File: src/rtl/rxf_pkg.sv
package rxf_pkg;
  localparam int unsigned DEF_SYNC_STAGES = 2;
  localparam logic        LINE_IDLE       = 1'b1;

  typedef struct packed {
    logic newer;
    logic older;
  } samp_pair_t;
endpackage

File: src/rtl/rxf_sync.sv
module rxf_sync #(
  parameter int unsigned STAGES  = 2,
  parameter logic        RST_VAL = 1'b1
) (
  input  logic clk,
  input  logic rst_n,
  input  logic d,
  output logic q
);
  logic [STAGES-1:0] chain;

  generate
    for (genvar i = 0; i < STAGES; i++) begin : g_stage
      if (i == 0) begin : g_first
        always_ff @(posedge clk or negedge rst_n)
          if (!rst_n) chain[0] <= RST_VAL;
          else        chain[0] <= d;
      end else begin : g_next
        always_ff @(posedge clk or negedge rst_n)
          if (!rst_n) chain[i] <= RST_VAL;
          else        chain[i] <= chain[i-1];
      end
    end
  endgenerate

  assign q = chain[STAGES-1];
endmodule

File: src/rtl/rxf_sample_chain.sv
module rxf_sample_chain
  import rxf_pkg::*;
#(
  parameter logic RST_VAL = LINE_IDLE
) (
  input  logic       clk,
  input  logic       rst_n,
  input  logic       tick,
  input  logic       d,
  output samp_pair_t pair,
  output logic       agree
);
  always_ff @(posedge clk or negedge rst_n) begin
    if (!rst_n) begin
      pair.newer <= RST_VAL;
      pair.older <= RST_VAL;
    end else if (tick) begin
      pair.newer <= d;
      pair.older <= pair.newer;
    end
  end

  assign agree = (pair.newer == pair.older);
endmodule

File: src/rtl/rxf_load_stage.sv
module rxf_load_stage
  import rxf_pkg::*;
#(
  parameter logic RST_VAL = LINE_IDLE
) (
  input  logic clk,
  input  logic rst_n,
  input  logic tick,
  input  logic agree,
  input  logic level,
  output logic filt,
  output logic mismatch
);
  always_ff @(posedge clk or negedge rst_n) begin
    if (!rst_n) begin
      filt     <= RST_VAL;
      mismatch <= 1'b0;
    end else begin
      mismatch <= tick & ~agree;
      if (tick && agree) filt <= level;
    end
  end
endmodule

File: src/rtl/rx_noise_filter.sv
module rx_noise_filter
  import rxf_pkg::*;
#(
  parameter int unsigned SYNC_STAGES = DEF_SYNC_STAGES,
  parameter logic        IDLE_LEVEL  = LINE_IDLE
) (
  input  logic clk,
  input  logic rst_n,
  input  logic base_tick,
  input  logic rx_pin,
  output logic rx_filt,
  output logic noise_detected
);
  logic       pin_sync;
  samp_pair_t pair;
  logic       agree;
  logic       samp_new;
  logic       samp_old;

  rxf_sync #(.STAGES(SYNC_STAGES), .RST_VAL(IDLE_LEVEL)) u_sync (
    .clk(clk), .rst_n(rst_n), .d(rx_pin), .q(pin_sync)
  );

  rxf_sample_chain #(.RST_VAL(IDLE_LEVEL)) u_chain (
    .clk(clk), .rst_n(rst_n), .tick(base_tick), .d(pin_sync),
    .pair(pair), .agree(agree)
  );

  assign samp_new = pair.newer;
  assign samp_old = pair.older;

  rxf_load_stage #(.RST_VAL(IDLE_LEVEL)) u_load (
    .clk(clk), .rst_n(rst_n), .tick(base_tick), .agree(agree),
    .level(samp_new), .filt(rx_filt), .mismatch(noise_detected)
  );
endmodule

File: config.mk
export PLATFORM = sky130hd
export DESIGN_NAME = rx_noise_filter
export DESIGN_NICKNAME = d
export VERILOG_FILES = /design/src/rtl/rxf_pkg.sv /design/src/rtl/rxf_sync.sv /design/src/rtl/rxf_sample_chain.sv /design/src/rtl/rxf_load_stage.sv /design/src/rtl/rx_noise_filter.sv
export SDC_FILE = /design/constraint.sdc
export NUM_CORES = 1
export LEC_CHECK = 0
export ABC_AREA = 1
export ABC_CLOCK_PERIOD_IN_PS = 1850
export BUFFER_PORTS_ARGS = -buffer_cell sky130_fd_sc_hd__buf_2
export CAP_MARGIN = 20
export CORE_AREA = 2 2 39 41
export DETAILED_ROUTE_END_ITERATION = 10
export DIE_AREA = 0 0 41 43
export SETUP_SLACK_MARGIN = 0.3
export SYNTH_ARGS = -nofsm -noshare
export SYNTH_HDL_FRONTEND = slang
export SYNTH_SLANG_ARGS = --single-unit
export TNS_END_PERCENT = 10
File: constraint.sdc
create_clock -name clk -period 1.85 [get_ports clk]
set_clock_uncertainty 0.05 [all_clocks]
set_input_delay 0.2775 -clock clk [delete_from_list [all_inputs] [get_ports clk]]
set_output_delay 0.2775 -clock clk [all_outputs]
set_load 0.01 [all_outputs]
=== After elaboration in Yosys (flattened, before gate mapping) ===
Cells that the tools add are included.
Widths: inputs -> output; s select.

* $add $sub $neg: 0
* Multiply operators: 0
* Div/mod/pow operators: 0
* $lt $le $gt $ge: 0
* Equal/unequal tests: 1
* Shift-type cells: 0
* Muxes and demuxes: 0
* Bitwise operators: 2
* Reduce and logical (&&, ||, !) cells: 1

{| class="wikitable"
|+ Operator list
! operator !! count
|-
| $and 1x1->1 || 1
|-
| $eq 1x1->1 || 1
|-
| $logic_and 1x1->1 || 1
|-
| $not 1->1 || 1
|}

* Register bits: 6
* Bits in latches: 0
* Memory bits (writable): 0
* Memory bits (read-only): 0
* Output and inout port bits: 2
* Memories kept: 0

=== Longest topological paths before layout ===
Gate-level depths: netlist of run 1.

* Word-level depth: 3
* Mapped depth: 4

=== Modules after synthesis ===
A second synthesis of run 1 with hierarchy kept.

* Cell total of the unflattened synthesis: 24
* Area, all modules: 225.2 um2

{| class="wikitable"
|+ Modules (own cells, without submodules)
! module !! instances !! cells each !! area each (um2)
|-
| rxf_sample_chain || 1 || 14 || 97.6
|-
| rxf_load_stage || 1 || 8 || 75.1
|-
| rxf_sync || 1 || 2 || 52.6
|}

=== Least setup slack after synthesis of run 1 ===
Ideal clock, no wire load.

* Path kind: flip-flop to output port
* Start point: reg u_load.filt
* End point: out rx_filt
* Data arrival time: 0.529 ns
* Required time: 1.522 ns
* Setup slack: 0.994 ns
* Cell stages (with the launch flop): 1
* Path buffers: 0
* Cell sequence: dfstp_2

{| class="wikitable"
|+ RTL lines
! what !! line !! text
|-
| start: declaration || rxf_load_stage.sv:11 || <nowiki>output logic filt,</nowiki>
|-
| start signal: assignment || rxf_load_stage.sv:20 || <nowiki>if (tick && agree) filt <= level;</nowiki>
|-
| end: declaration || rx_noise_filter.sv:11 || <nowiki>output logic rx_filt,</nowiki>
|}

No word-level cell between the ends.

=== Final worst setup path of run 1 ===
* Start point: reg u_load.filt
* End point: out rx_filt

No word-level cell between the ends.

==> results_dict.tcl, run 1 <==
set metrics [dict create \
    drtAntennaViolNets 0 \
    max_freq_mhz 823 \
    hold_path.class "primary input to flop" \
    wl_met3_um 32 \
    nets 35 \
    reg2reg_depth 2 \
    drc 0 \
    tightestPinTransition_ns 0.164 \
    grt_overflow 0 \
    fp.dieArea_mm2 0.00176 \
    path_buf_inv 1 \
    ctsRootBufferMaster "clkbuf_4" \
    routed_via_density 3.30 \
    cts_sinks 6 \
    vias 152 \
    met2WireLength_um 152 \
    post-route-util_pct 21.6 \
    cp-start-kind "flop" \
    n_antenna_cell 0 \
    start_util_pct 15.7 \
    wl_met1_um 174 \
    syn-cell-area_um2 218 \
    hold_path_depth 1 \
    yosysWarnings 0 \
    critical_path.top_delay_family "flip-flops" \
    place_congestion 0.606 \
    p_per_area_mw_per_mm2 1100 \
    grt_pass1_vias 160 \
    slowest_delay_ns 0.52 \
    post_cts_resized 0 \
    die_y_um 43 \
    grt_max_degree 7 \
    synth_nets 24 \
    cp.depth 1 \
    cp_max_fo 2 \
    finalCritPeriodShare_pct 65.7 \
    end_kind "output port" \
    num_io_pins 6 \
    drt-pass1-iter-count 4 \
    die_w_um 41 \
    cts_buffer_depth 2 \
    wl_per_cell_um 7.80 \
    area_growth_pct 37.4 \
    io_buffers 5 \
    core_mm2 0.00138 \
    setup_viol 0 \
    vdd_drop_max_mv 0.327 \
    synth.avg_cell_area_um2 10.9 \
    synth_cells 20 \
    drt-initial-drc-count 1 \
    clk_latency_ns 0.25 \
    grt_usage_pct 6.06 \
    outcome "complete, no violations" \
    crit_arrival_ns 0.89 \
    cts_setup_buffers 0 \
    rsz0062_at_grt "no" \
    top_layer_used "met3" \
    hold_buffers 1 \
    yosysSeqAreaShare_pct 71.8 \
    max-cap-violations 0 \
    synth.distinct_cells 8 \
    timing.slew.headroom_pct 89.0 \
    finalHoldViolCount 0 \
    ys_seq_elements 6 \
    fin_setup_tns_ns 0 \
    cp_slowest_cell "dfstp_2" \
    numCtsBuffers 3 \
    layout-drive-gt1-share_pct 50.0 \
    htreeDepth 1 \
    timing.final.crit_period_ns 1.21 \
    num_rows 14 \
    grt_pass1_wl_um 607 \
    path_clk_slew_ns 0.05 \
    report.final.slew_viol_count 0 \
    antenna_found_initial 0 \
    cts_tree "built" \
    cp.required_ns 1.52 \
    cp_cell_sequence "buf_2" \
    wl_um 359 \
    crit_type "flop to output port" \
    p_leak_nw 0.145 \
]
==> state kept, by name, indices dropped and copies added, names as in the netlist <==
register and cells:
u_chain.pair 2, u_load.filt 1, u_load.mismatch 1, u_sync.chain 1
u_sync.q 1
==> final cells by class <==
type / instances / area (um^2)
fillers: 150 / 1080
well taps: 16 / 20.0
inverters: 3 / 11.3
repair buffers: 6 / 35.0
multi-input cells: 11 / 50.0
clock buffers: 4 / 26.3
flip-flops and latches: 6 / 156
==> placed cells by master (no fill, tap or decap) <==
cell type,synthesis,final
nor3_2,1,1
nor2_1,1,1
dfrtp_1,1,1
inv_2,1,1
dlygate4sd3_1,0,1
nand2_1,7,7
inv_1,2,2
buf_2,0,5
clkbuf_1,0,1
clkbuf_4,0,3
o21ai_0,2,2
dfstp_2,5,5
==> cells by family (layout without fill, tap and decap cells) <==
logic type / Yosys count / count (layout) / share of synthesized area [%]
AND/OR/NAND/NOR: 9 / 9 / 18.4
flip-flops: 6 / 6 / 71.8
buffers and inverters: 3 / 13 / 5.17
AO/OA/AOI/OAI: 2 / 2 / 4.60
==> worst paths after layout <==
kind / from / endpoint / slack [ns]
min in group asynchronous: rst_n / u_load.mismatch$_DFF_PN0_ / 0.32
hold reg to reg: u_sync.chain[0]$_DFF_PN1_ / u_sync.q$_DFF_PN1_ / 0.31
hold / removal: rx_pin / u_sync.chain[0]$_DFF_PN1_ / 0.08
setup reg to reg: u_chain.pair[1]$_DFFE_PN1P_ / u_chain.pair[0]$_DFFE_PN1P_ / 0.98
max in group asynchronous: rst_n / u_sync.chain[0]$_DFF_PN1_ / 1.20
setup / recovery: u_load.filt$_DFFE_PN1P_ / rx_filt / 0.64
==> stage by stage <==
step / area, um^2 / power, W / std cells / worst slack, ns / hold WS, ns
after detailed placement: 263 / 0.000194 / 41 / 0.899 / 0.0600
after CTS: 299 / 0.000339 / 46 / 0.617 / 0.0661
after floorplan: 218 / 0.000179 / 20 / 0.994 / -0.0681
final: 299 / 0.000328 / 46 / 0.635 / 0.0794
after global routing: 299 / 0.000359 / 46 / 0.579 / 0.0592
after global placement: 263 / 0.000193 / 41 / 0.904 / 0.0556
==> synthesized netlist by cell type <==
library cell  number  area, um^2
dfrtp_1            1        25.0
dfstp_2            5         131
inv_1              2        7.51
inv_2              1        3.75
nand2_1            7        26.3
nor2_1             1        3.75
nor3_2             1        10.0
o21ai_0            2        10.0
==> layer usage <==
metal | vias to the layer above | global-route usage [%]
met5 | - | 0
met4 | 0 | 2.00
met3 | 0 | 9.42
met2 | 6 | 6.88
met1 | 67 | 5.57
li1 | 79 | -
==> report_power, final <==
part | switching (W) | internal, W | leakage [nW]
logic | 0.0000194 | 0.0000148 | 0.0648
clock network | 0.0000532 | 0.0000821 | 0.0150
registers | 0.00000589 | 0.000153 | 0.0653
total | 0.0000785 | 0.000250 | 0.145
(Power assumes the default switching activity.)
==> run 2, diff against run 1 <==
--- a/config.mk
+++ b/config.mk
@@ -6,7 +6,7 @@
 export NUM_CORES = 1
 export LEC_CHECK = 0
 export ABC_AREA = 1
-export ABC_CLOCK_PERIOD_IN_PS = 1850
+export ABC_CLOCK_PERIOD_IN_PS = 1130
 export BUFFER_PORTS_ARGS = -buffer_cell sky130_fd_sc_hd__buf_2
 export CAP_MARGIN = 20
 export CORE_AREA = 2 2 39 41
==> constraint.sdc (replaced) <==
create_clock -name clk -period 1.13 [get_ports clk]
set_clock_uncertainty 0.05 [all_clocks]
set_input_delay 0.1695 -clock clk [delete_from_list [all_inputs] [get_ports clk]]
set_output_delay 0.1695 -clock clk [all_outputs]
set_load 0.01 [all_outputs]
==> run 2 against run 1 <==
Clock power increased by 55%; hold slack gained 0.016 ns; core utilization grew 1.2 points; largest cell class unchanged; setup slack worse by 0.58 ns; die area stayed put.
==> results_dict.tcl, run 2 (synthesis gave the netlist of run 1 again) <==
set metrics [dict create \
    numCtsBuffers 3 \
    cp_slowest_cell "dfstp_2" \
    p_leak_nw 0.151 \
    timing.slew.headroom_pct 89.1 \
    final_common_cell "nand2_1" \
    start_util_pct 15.7 \
    wl_per_cell_um 6.74 \
    stdcell_area_um2 315 \
    cts_setup_buffers 0 \
    crit_arrival_ns 0.86 \
    finalHoldViolCount 0 \
    top_register "u_chain.pair" \
    area_growth_pct 44.8 \
    grt_usage_pct 5.07 \
    grt_pass1_vias 144 \
    antenna_found_initial 0 \
    fin_setup_tns_ns 0 \
    num_io_pins 6 \
    critical_path.top_delay_family "flip-flops" \
    reg2reg_from "u_chain.pair[1]$_DFFE_PN1P_" \
    layout-drive-gt1-share_pct 48.4 \
    drc 0 \
    path_clk_slew_ns 0.05 \
    grt_pass1_wl_um 503 \
    cts_buffer_depth 2 \
    outcome "complete, no violations" \
    max_freq_mhz 927 \
    vias 151 \
    n_fill_cell 151 \
    end_kind "output port" \
    crit_type "flop to output port" \
    grt_max_degree 7 \
    htreeDepth 1 \
    holdWs_ns 0.0955 \
    routed_via_density 3.21 \
    fp.dieArea_mm2 0.00176 \
    cp_cell_sequence "buf_6" \
    clk_latency_ns 0.25 \
    r2r-end "u_load.filt$_DFFE_PN1P_" \
    rsz0062_at_grt "yes" \
    path_buf_inv 1 \
    drtAntennaViolNets 0 \
    final_cell_mix "nand2_1, dfstp_2, buf_2" \
    cts_sinks 6 \
    timing.final.crit_period_ns 1.08 \
    num_rows 14 \
    crit_end "rx_filt" \
    cp.depth 1 \
    largest_register_ffs 2 \
    tightestPinTransition_ns 0.162 \
    cp-start-kind "flop" \
    cts_tree "built" \
    die_y_um 43 \
    finalCritPeriodShare_pct 95.4 \
    drt-initial-drc-count 1 \
    drt-pass1-iter-count 2 \
    place_congestion 0.686 \
    cp.required_ns 0.91 \
    preCtsSetupSlack_ns 0.252 \
    p_per_area_mw_per_mm2 1710 \
    grt_overflow 0 \
    hpwl_um 242 \
    placed_cell_area_um2 263 \
    core_mm2 0.00138 \
    slowest_delay_ns 0.53 \
    setup_ws_ns 0.0517 \
    setup_viol 0 \
    n_antenna_cell 0 \
    wl_um 317 \
    cp_max_fo 2 \
    report.final.slew_viol_count 0 \
    hold_path.class "primary input to flop" \
    ctsRootBufferMaster "clkbuf_4" \
    r2r_setup_slack_ns 0.22 \
    max-cap-violations 0 \
    register_area_um2 156 \
    io_buffers 5 \
    die_w_um 41 \
    vdd_drop_max_mv 0.768 \
    nets 36 \
    crit_start "u_load.filt$_DFFE_PN1P_" \
    power.total_w 0.000540 \
    multi_input_area_um2 50.0 \
    reg2reg_depth 4 \
]
## run 2: cell count changes in the layout (fill, tap and decap cells not counted)
cell           delta
dlygate4sd3_1     +1
buf_6             +1
buf_2             -1
## run 2: power by group
part | switching, W | internal [W] | leakage [nW]
Clock | 0.0000753 | 0.000134 | 0.0150
Sequential | 0.0000126 | 0.000251 | 0.0653
Combinational | 0.0000323 | 0.0000350 | 0.0703
Total | 0.000120 | 0.000420 | 0.151
## run 2: stage by stage
stage | util, % | cells
2_1_floorplan | - | 20
3_3_place_gp | 19.0 | 41
3_5_place_dp | 19.0 | 41
4_1_cts | 22.8 | 47
5_1_grt | 22.8 | 47
6_report | 22.8 | 47
## run 2: area by class of cell
type / count / share of cell area, %
Multi-Input combinational cell: 11 / 15.9
Timing Repair Buffer: 7 / 16.3
Sequential cell: 6 / 49.6
Inverter: 3 / 3.57
Tap cell: 16 / 6.35
Clock buffer: 4 / 8.33
## run 2: how the worst min path moves through the flow
stage | startpoint | end | slack [ns] | cells past startpoint
after floorplan | rst_n | u_load.mismatch$_DFF_PN0_ | -0.18 | 0
final | base_tick | u_chain.pair[1]$_DFFE_PN1P_ | 0.1 | 2
after global routing | base_tick | u_chain.pair[1]$_DFFE_PN1P_ | 0.11 | 2
after CTS | base_tick | u_chain.pair[1]$_DFFE_PN1P_ | 0.09 | 2
after global placement | rst_n | u_load.mismatch$_DFF_PN0_ | -0.05 | 1
after detailed placement | rst_n | u_load.mismatch$_DFF_PN0_ | -0.05 | 1
## run 2: routing by layer
metal | share of wire (%) | vias to the layer above | global-route usage [%]
met5 | 0 | - | 0
met3 | 12 | 0 | 7.85
met4 | 0 | 0 | 2.00
met2 | 40 | 6 | 5.63
li1 | - | 83 | -
met1 | 48 | 62 | 4.64
## run 2: repair_timing
item / in CTS / in global routing
resized for setup: 1 / 0
setup endpoints to repair: 6 / 6
pin swaps: 0 / 0
hold buffers: 2 / 0
hold endpoints to repair: 7 / 0
